[src/rtl/round_pkg.sv]
package round_pkg;

  typedef enum logic [2:0] {
    RM_EVEN  = 3'b000,
    RM_ZERO  = 3'b001,
    RM_UP    = 3'b010,
    RM_DOWN  = 3'b011,
    RM_AWAY  = 3'b100,
    RM_ODDP  = 3'b101,
    RM_ODDN  = 3'b110
  } rmode_e;

  // strobes from control to datapath: exactly one sel* is high
  typedef struct packed {
    logic selKeep;
    logic selCancel;
    logic selInf;
    logic selMaxNorm;
    logic selZero;
    logic selMinDen;
    logic selRound;
    logic cancelNeg;
  } pick_t;

endpackage

[src/rtl/round_ctrl.sv]
module round_ctrl
  import round_pkg::*;
(
  input  logic        sign,
  input  logic        fracLsb,
  input  logic        guardBit,
  input  logic        roundBit,
  input  logic        stickyBit,
  input  logic [2:0]  mode,
  input  logic        ovfIn,
  input  logic        unfIn,
  input  logic        exactZero,
  input  logic        keepZero,
  input  logic        roundOvf,
  output logic        incr,
  output pick_t       pick
);

  rmode_e rm;
  logic   anyLow;
  logic   ovfToInf;
  logic   unfToZero;
  logic   anyOvf;

  always_comb begin
    case (mode)
      3'b001:  rm = RM_ZERO;
      3'b010:  rm = RM_UP;
      3'b011:  rm = RM_DOWN;
      3'b100:  rm = RM_AWAY;
      3'b101:  rm = RM_ODDP;
      3'b110:  rm = RM_ODDN;
      default: rm = RM_EVEN;
    endcase
  end

  assign anyLow = guardBit | roundBit | stickyBit;

  always_comb begin
    case (rm)
      RM_EVEN:          incr = guardBit & (roundBit | stickyBit | fracLsb);
      RM_ZERO:          incr = 1'b0;
      RM_UP:            incr = ~sign & anyLow;
      RM_DOWN:          incr = sign & anyLow;
      RM_AWAY:          incr = guardBit;
      RM_ODDP, RM_ODDN: incr = ~fracLsb & anyLow;
      default:          incr = 1'b0;
    endcase
  end

  always_comb begin
    case (rm)
      RM_EVEN, RM_AWAY: begin ovfToInf = 1'b1;  unfToZero = 1'b1;  end
      RM_ZERO:          begin ovfToInf = 1'b0;  unfToZero = 1'b1;  end
      RM_UP:            begin ovfToInf = ~sign; unfToZero = sign;  end
      RM_DOWN:          begin ovfToInf = sign;  unfToZero = ~sign; end
      default:          begin ovfToInf = 1'b0;  unfToZero = 1'b0;  end
    endcase
  end

  assign anyOvf = ovfIn | (roundOvf & ~unfIn);

  always_comb begin
    pick = '0;
    pick.cancelNeg = (rm == RM_DOWN) || (rm == RM_ODDN);
    if (keepZero)                 pick.selKeep    = 1'b1;
    else if (exactZero)           pick.selCancel  = 1'b1;
    else if (ovfIn)               pick.selInf     = ovfToInf;
    else if (unfIn)               pick.selZero    = unfToZero;
    else if (roundOvf)            pick.selInf     = ovfToInf;
    else                          pick.selRound   = 1'b1;
    if (!keepZero && !exactZero) begin
      if (anyOvf)                 pick.selMaxNorm = ~ovfToInf;
      else if (unfIn)             pick.selMinDen  = ~unfToZero;
    end
  end

  always_comb begin
    AST_ONE_PICK: assert ($onehot({pick.selKeep, pick.selCancel, pick.selInf,
      pick.selMaxNorm, pick.selZero, pick.selMinDen, pick.selRound}));
    if (mode == 3'b001)
      AST_RTZ_HOLD: assert (!incr);
    if ((mode == 3'b101 || mode == 3'b110) && incr)
      AST_ODD_FROM_EVEN: assert (!fracLsb);
    if (pick.selInf)
      AST_INF_MODE: assert (mode != 3'b001 && mode != 3'b101 && mode != 3'b110);
    if (pick.selZero)
      AST_FLUSH_MODE: assert (mode != 3'b101 && mode != 3'b110);
  end

endmodule

[src/rtl/round_dp.sv]
module round_dp
  import round_pkg::*;
#(
  parameter int EXP_W  = 8,
  parameter int FRAC_W = 23
) (
  input  logic                      sign,
  input  logic [EXP_W-1:0]          expIn,
  input  logic [FRAC_W-1:0]         fracIn,
  input  logic                      incr,
  input  pick_t                     pick,
  output logic                      roundOvf,
  output logic [EXP_W+FRAC_W:0]     result
);

  localparam logic [EXP_W-1:0]  EXP_ONES = '1;
  localparam logic [EXP_W-1:0]  EXP_MAXN = EXP_ONES - 1'b1;
  localparam logic [FRAC_W-1:0] FRAC_ONE = FRAC_W'(1);

  logic [FRAC_W:0]    fracSum;
  logic               carry;
  logic [FRAC_W-1:0]  fracR;
  logic [EXP_W-1:0]   expR;

  assign fracSum  = {1'b0, fracIn} + {{FRAC_W{1'b0}}, incr};
  assign carry    = fracSum[FRAC_W];
  assign fracR    = fracSum[FRAC_W-1:0];
  assign expR     = expIn + {{(EXP_W-1){1'b0}}, carry};
  assign roundOvf = (expR == EXP_ONES) || (expIn == EXP_ONES);

  always_comb begin
    result = '0;
    case (1'b1)
      pick.selKeep:    result = {sign, {EXP_W{1'b0}}, {FRAC_W{1'b0}}};
      pick.selCancel:  result = {pick.cancelNeg, {EXP_W{1'b0}}, {FRAC_W{1'b0}}};
      pick.selInf:     result = {sign, EXP_ONES, {FRAC_W{1'b0}}};
      pick.selMaxNorm: result = {sign, EXP_MAXN, {FRAC_W{1'b1}}};
      pick.selZero:    result = {sign, {EXP_W{1'b0}}, {FRAC_W{1'b0}}};
      pick.selMinDen:  result = {sign, {EXP_W{1'b0}}, FRAC_ONE};
      default:         result = {sign, expR, fracR};
    endcase
  end

  always_comb begin
    if (pick.selRound)
      AST_ROUND_FINITE: assert (result[EXP_W+FRAC_W-1:FRAC_W] != EXP_ONES);
    if (pick.selRound && incr && fracIn == {FRAC_W{1'b1}})
      AST_CARRY_WRAP: assert (result[FRAC_W-1:0] == '0
                              && result[EXP_W+FRAC_W-1:FRAC_W] == expIn + 1'b1);
  end

endmodule

[src/rtl/round_unit.sv]
module round_unit
  import round_pkg::*;
#(
  parameter int EXP_W  = 8,
  parameter int FRAC_W = 23,
  localparam int WORD_W = 1 + EXP_W + FRAC_W
) (
  input  logic               sign,
  input  logic [EXP_W-1:0]   expIn,
  input  logic [FRAC_W-1:0]  fracIn,
  input  logic               guardBit,
  input  logic               roundBit,
  input  logic               stickyBit,
  input  logic [2:0]         mode,
  input  logic               ovfIn,
  input  logic               unfIn,
  input  logic               exactZero,
  input  logic               keepZero,
  output logic [WORD_W-1:0]  result
);

  logic  incr;
  logic  roundOvf;
  pick_t pick;

  round_ctrl uCtrl (
    .sign      (sign),
    .fracLsb   (fracIn[0]),
    .guardBit  (guardBit),
    .roundBit  (roundBit),
    .stickyBit (stickyBit),
    .mode      (mode),
    .ovfIn     (ovfIn),
    .unfIn     (unfIn),
    .exactZero (exactZero),
    .keepZero  (keepZero),
    .roundOvf  (roundOvf),
    .incr      (incr),
    .pick      (pick)
  );

  round_dp #(.EXP_W(EXP_W), .FRAC_W(FRAC_W)) uDp (
    .sign     (sign),
    .expIn    (expIn),
    .fracIn   (fracIn),
    .incr     (incr),
    .pick     (pick),
    .roundOvf (roundOvf),
    .result   (result)
  );

endmodule

[config.mk]
export PLATFORM = sky130hd
export DESIGN_NAME = round_unit
export DESIGN_NICKNAME = d
export VERILOG_FILES = /design/src/rtl/round_pkg.sv /design/src/rtl/round_ctrl.sv /design/src/rtl/round_dp.sv /design/src/rtl/round_unit.sv
export SDC_FILE = /design/constraint.sdc
export NUM_CORES = 1
export LEC_CHECK = 0
export ABC_AREA = 0
export BUFFER_PORTS_ARGS = -buffer_cell sky130_fd_sc_hd__buf_2
export CORE_UTILIZATION = 49
export DETAILED_ROUTE_END_ITERATION = 8
export GPL_ROUTABILITY_DRIVEN = 1
export PLACE_DENSITY = 0.9
export SLEW_MARGIN = 20
export SYNTH_ARGS = -nofsm -noshare
export SYNTH_HDL_FRONTEND = slang
export SYNTH_SLANG_ARGS = --single-unit
[constraint.sdc]
create_clock -name vclk -period 7.1
set_clock_uncertainty 0.1 [all_clocks]
set_input_delay 0.71 -clock vclk [all_inputs]
set_output_delay 0.71 -clock vclk [all_outputs]
set_load 0.01 [all_outputs]
Word-level counts from Yosys, hierarchy flattened --
Cells that the tools add are included.
Storage, ports and cells: latch bits 0, ROM bits 0, memories 0, flip-flop bits (word level) 0, input bits 42, memory bits (writable) 0
Cells by class: shift operators 0, multiply operators 0, muxes and demuxes 26, magnitude comparators 0, bitwise gates (word level) 15, reduce and logical (&&, ||, !) cells 9, div/mod/pow operators 0, add/sub/neg operators 2, equality and inequality tests 14
Operators by type and width (count):
- 2-to-1 mux 31 bit | 4
- 2-to-1 mux 32 bit | 2
- adder 23 x 1 -> 24 bit | 1
- == test 3 bit (second input constant) | 6
- case mux 3 bit (6 select lines) | 1
- == test 8 bit (second input constant) | 2
- 2-to-1 mux 1 bit | 15
- == test 3 x 2 -> 1 bit (second input constant) | 4
- adder 8 x 1 -> 8 bit | 1
- == test 3 x 1 -> 1 bit (second input constant) | 2
- case mux 1 bit (3 select lines) | 2
- bitwise AND 1 bit | 5
- NOT 1 bit | 5
- bitwise OR 1 bit | 5
- case mux 1 bit (5 select lines) | 1
- OR reduction 2 bit | 2
- zero test 3 bit | 1
- OR reduction 3 bit | 1
- zero test 1 bit | 2
- logical OR 1 bit | 2
- 2-to-1 mux 2 bit | 1
- logical AND 1 bit | 1

Depth between registers and ports, before layout --
depth after elaboration 19, depth in mapped cells 17

Cells and area by module --
Synthesis repeated with hierarchy kept, for this count alone.
Unflattened totals: cell total of the unflattened synthesis 211, area, all modules 1340.0 um^2
Modules (own cells, without submodules):
- round_dp | area an instance 1121.1 um^2, times used 1, cells an instance 177, seq. area each 0.0 um^2
- round_ctrl | area an instance 219.0 um^2, times used 1, cells an instance 34, seq. area each 0.0 um^2

Worst setup path after synthesis --
Ideal clock, no wire load.
path kind input -> output, start point in mode[2], end point out result[14], path buffers 2, path slack 2.426 ns, arrival time 3.864 ns, cell stages on the path 17, cells stage by stage clkbuf_1 -> nor2b_1 -> nor3_1 -> a21oi_1 -> a21oi_1 -> a21oi_1 -> ha_1 -> nand3_1 -> nor4_1 -> ha_1 -> ha_1 -> xnor2_1 -> or3_1 -> a211oi_4 -> or4b_4 -> buf_6 -> a22oi_1
Between the ends: cells in the longest elaborated chain, start to end 19, elaborated cells between the ends (all ways) 48, classes of those cells 2 x add/sub; 13 x eq/ne; 24 x mux; 4 x bitwise; 5 x reduce/logical
RTL lines:
- from (decl) | line round_unit.sv:14 | input logic [2:0] mode,
- == test 3 bit, or another cell as far along
- case mux 3 bit (6 select lines) * | line round_ctrl.sv:26 | case (mode)
- == test 3 bit | line round_ctrl.sv:40 | case (rm)
- OR reduction 2 bit | line round_ctrl.sv:40
- case mux 1 bit (5 select lines) | line round_ctrl.sv:40
- adder 23 x 1 -> 24 bit | line round_dp.sv:25 | assign fracSum = {1'b0, fracIn} + {{FRAC_W{1'b0}}, incr};
- adder 8 x 1 -> 8 bit | line round_dp.sv:28 | assign expR = expIn + {{(EXP_W-1){1'b0}}, carry};
- == test 8 bit | line round_dp.sv:29 | assign roundOvf = (expR == EXP_ONES) || (expIn == EXP_ONES);
- logical OR 1 bit | line round_dp.sv:29
- bitwise AND 1 bit | line round_ctrl.sv:61 | assign anyOvf = ovfIn | (roundOvf & ~unfIn);
- bitwise OR 1 bit | line round_ctrl.sv:61
- 2-to-1 mux 1 bit | line round_ctrl.sv:73 | if (anyOvf) pick.selMaxNorm = ~ovfToInf;
- 2-to-1 mux 1 bit | line round_ctrl.sv:72 | if (!keepZero && !exactZero) begin
- 2-to-1 mux 31 bit (3 in series) | line round_dp.sv:33 | case (1'b1)
- 2-to-1 mux 31 bit * | line round_dp.sv:33
- 2-to-1 mux 32 bit * (2 in series) | line round_dp.sv:33
- to (decl) | line round_unit.sv:19 | output logic [WORD_W-1:0] result
Mark *: on every way between the ends. The rest lies on a longest branch, timed or not.

Worst setup path in the final report --
start point in mode[2], end point out result[5]
Same word-level chain as after synthesis.

==> impl_metrics.json <==
{
  "cts_resized": 0,
  "wl_mm": 3.25,
  "grt_pass1_vias": 1293,
  "rsz0062_at_grt": "no",
  "synth-seq-area-share": 0,
  "drt_iter0_markers": 49,
  "post-route-drc-count": 0,
  "busiest_layer": "met2",
  "n_antenna_cell": 0,
  "fin_crit_sh": 0.698,
  "cp.required_ps": 6290,
  "hp-start": "sign",
  "cp.depth": 17,
  "synth_warnings": 0,
  "met1_usage": 0.305,
  "worst-path-max-fanout": 22,
  "wire_per_inst_um": 12.0,
  "antenna_found_initial": 0,
  "fill_cells": 208,
  "holdPathEnd": "result[31]",
  "setup_viol": 0,
  "fmaxAchievable_ghz": 0.202,
  "seq_cell_count": 0,
  "grt_start_max_net_pins": 28,
  "critPathMaxStageDelay_ps": 640,
  "viasPerCell": 5.81,
  "dr_total_vias": 1579,
  "synth_area_per_cell_sq_um": 6.53,
  "drv_cap": 0,
  "power_density_mw_per_mm2": 49.1,
  "startpoint_type": "input port",
  "synth_cells": 181,
  "fin_util": 0.686,
  "dp_hpwl_mm": 2.64,
  "finalHoldViolCount": 0,
  "fin_crit_ps": 4950,
  "cts_hold_buffers": 0,
  "die_area_sq_mm": 0.00261,
  "finalMaxSlewViolations": 0,
  "synth_area_sq_mm": 0.00118,
  "cp-end-kind": "output pin",
  "fin_nets": 292,
  "grt_usage": 0.238,
  "drt_first_pass_iters": 4,
  "maxSlewHeadroom": 0.533,
  "clockBufferCount": 0,
  "cpMaxStageDelayCell": "or4b_4",
  "yosysUniqueCellTypes": 46,
  "seq_area_sq_um": 0,
  "grt_pass1_wl_mm": 5.10,
  "core_area_sq_mm": 0.00223,
  "antenna_left": 0,
  "cts_setup_buffers": 0,
  "p_leak_nw": 0.712,
  "portBuffers": 74,
  "gp_congestion": 0.856,
  "area_growth_pct": 29.5,
  "grt-ovfl-total": 0,
  "syn_nets": 227,
  "grt_use_met3": 0.0119,
  "post_route_cells_drive_above_1_share": 0.348,
  "irDropWorstVdd_mv": 0.0319,
  "crit_arrival_ps": 4140,
  "hold_path_depth": 4,
  "die_h_um": 51.1,
  "setup-tns-final_ps": 0,
  "rows": 17,
  "worst_slew_pin_slew_ps": 701,
  "io_pins": 74,
  "path_cells": "buf_2, nor2b_1, nor3_1, a21oi_1, a21oi_1, a21oi_1, ha_1, nand3_1, nor4_1, ha_1, ha_1, xnor2_1, or3_1, a211oi_4, or4b_4, a22oi_1, buf_2",
  "min_path_type": "input port to output pin",
  "start_util": 0.529,
  "worstSetupPathType": "input port to output pin",
  "status": "complete, no violations",
  "die_w_um": 51.1,
  "critical_path_buf_inv_count": 2,
  "crit_family": "simple AND/OR/NAND/NOR gates",
  "use_met2": 0.445
}
[power by group]
part	internal (mW)	switching (mW)	total [mW]
clock network	0	0	0
registers	0	0	0
logic	0.0331	0.0421	0.0752
total	0.0331	0.0421	0.0752
[cells in the final DEF, fill, tap and decap left out, types with 2 or more instances in the layout]
cell | netlist | routed
nor2_1 | 7 | 7
and4_1 | 3 | 3
buf_2 | 3 | 74
o22ai_1 | 6 | 6
o21a_1 | 2 | 2
xor2_1 | 15 | 15
nor3_1 | 5 | 5
nand3_1 | 17 | 17
and3_1 | 3 | 3
ha_1 | 4 | 4
a21boi_0 | 2 | 2
nand2b_1 | 2 | 2
inv_1 | 5 | 5
a22oi_1 | 15 | 15
nand2_1 | 18 | 18
nor4_1 | 4 | 4
nand4_1 | 5 | 5
nor2b_1 | 3 | 3
and2_1 | 2 | 2
o21ai_0 | 5 | 5
xnor2_1 | 12 | 12
a21oi_1 | 12 | 12
[cells by family after synthesis]
group,after synthesis,share of synthesized area
AO/OA/AOI/OAI,50,0.287
XOR/XNOR,27,0.200
adder cells (fa/ha/maj),4,0.0423
buffers and inverters,17,0.0698
multiplexers,1,0.00847
AND/OR/NAND/NOR,82,0.393
[per-stage QoR]
step / instances / total power [mW] / worst slack (ps) / hold WS, ps / instance area (sq um)
global placement: 272 / 0.0740 / 2320 / 1660 / 1530
global route: 272 / 0.0826 / 1970 / 1700 / 1530
floorplan: 181 / 0.0432 / 2430 / 1470 / 1180
detailed placement: 272 / 0.0746 / 2140 / 1660 / 1530
finish: 272 / 0.0752 / 2150 / 1660 / 1530
CTS: 272 / 0.0749 / 2130 / 1660 / 1530
[worst max-delay path by stage]
| stage | start | end | slack [ps] |
|---|---|---|---|
| after global placement | mode[2] | result[5] | 2320 |
| final | mode[2] | result[5] | 2150 |
| after floorplan | mode[2] | result[14] | 2430 |
| after CTS | mode[2] | result[5] | 2130 |
| after global routing | mode[2] | result[7] | 1970 |
| after detailed placement | mode[2] | result[5] | 2140 |
[worst min-delay path: cells and delay by family]
family                 cells  cell delay (ps)
buffers and inverters      2              240
AOI/OAI and AO/OA          1               50
and+or+nand+nor            1               50
[cells in the mapped netlist, drive strengths merged]
| cell | number | area share |
|---|---|---|
| a22oi | 15 | 0.095 |
| or2 | 2 | 0.011 |
| nor2 | 7 | 0.022 |
| a31oi | 1 | 0.0053 |
| o211ai | 1 | 0.0064 |
| and3b | 1 | 0.0074 |
| nor4 | 4 | 0.021 |
| or4 | 1 | 0.0074 |
| nand3 | 18 | 0.080 |
| xor2 | 15 | 0.11 |
| and4 | 3 | 0.022 |
| nor2b | 3 | 0.016 |
| o21a | 2 | 0.013 |
| clkbuf | 7 | 0.022 |
| and2 | 2 | 0.011 |
| a221o | 1 | 0.0085 |
| o22ai | 6 | 0.032 |
| nand2b | 2 | 0.011 |
| a211oi | 1 | 0.017 |
| or4b | 1 | 0.012 |
| xnor2 | 12 | 0.089 |
| ha | 4 | 0.042 |
| o21bai | 1 | 0.0064 |
| nand3b | 1 | 0.0064 |
| and3 | 5 | 0.032 |
| inv | 5 | 0.016 |
| nand2 | 18 | 0.057 |
| a21oi | 12 | 0.051 |
| mux2i | 1 | 0.0085 |
| a311oi | 1 | 0.0074 |
| nor3 | 6 | 0.030 |
| or3 | 2 | 0.015 |
| a21boi | 2 | 0.013 |
| nor3b | 1 | 0.0064 |
| buf | 5 | 0.032 |
| nand4 | 5 | 0.026 |
| o21ai | 7 | 0.033 |
[routing by layer]
layer,part of all wire,vias to the layer above
met2,0.49,61
met5,0,-
met4,0,0
li1,-,810
met3,0.061,0
met1,0.44,708
[layout make-up]
cell class,count,area [sq um],area share
multi-input combinational,164,1100,0.718
timing repair buffer,75,378,0.247
tap,28,35.0,0.0229
inverter,5,18.8,0.0123
No activity file was read; power rests on OpenSTA's default activity.
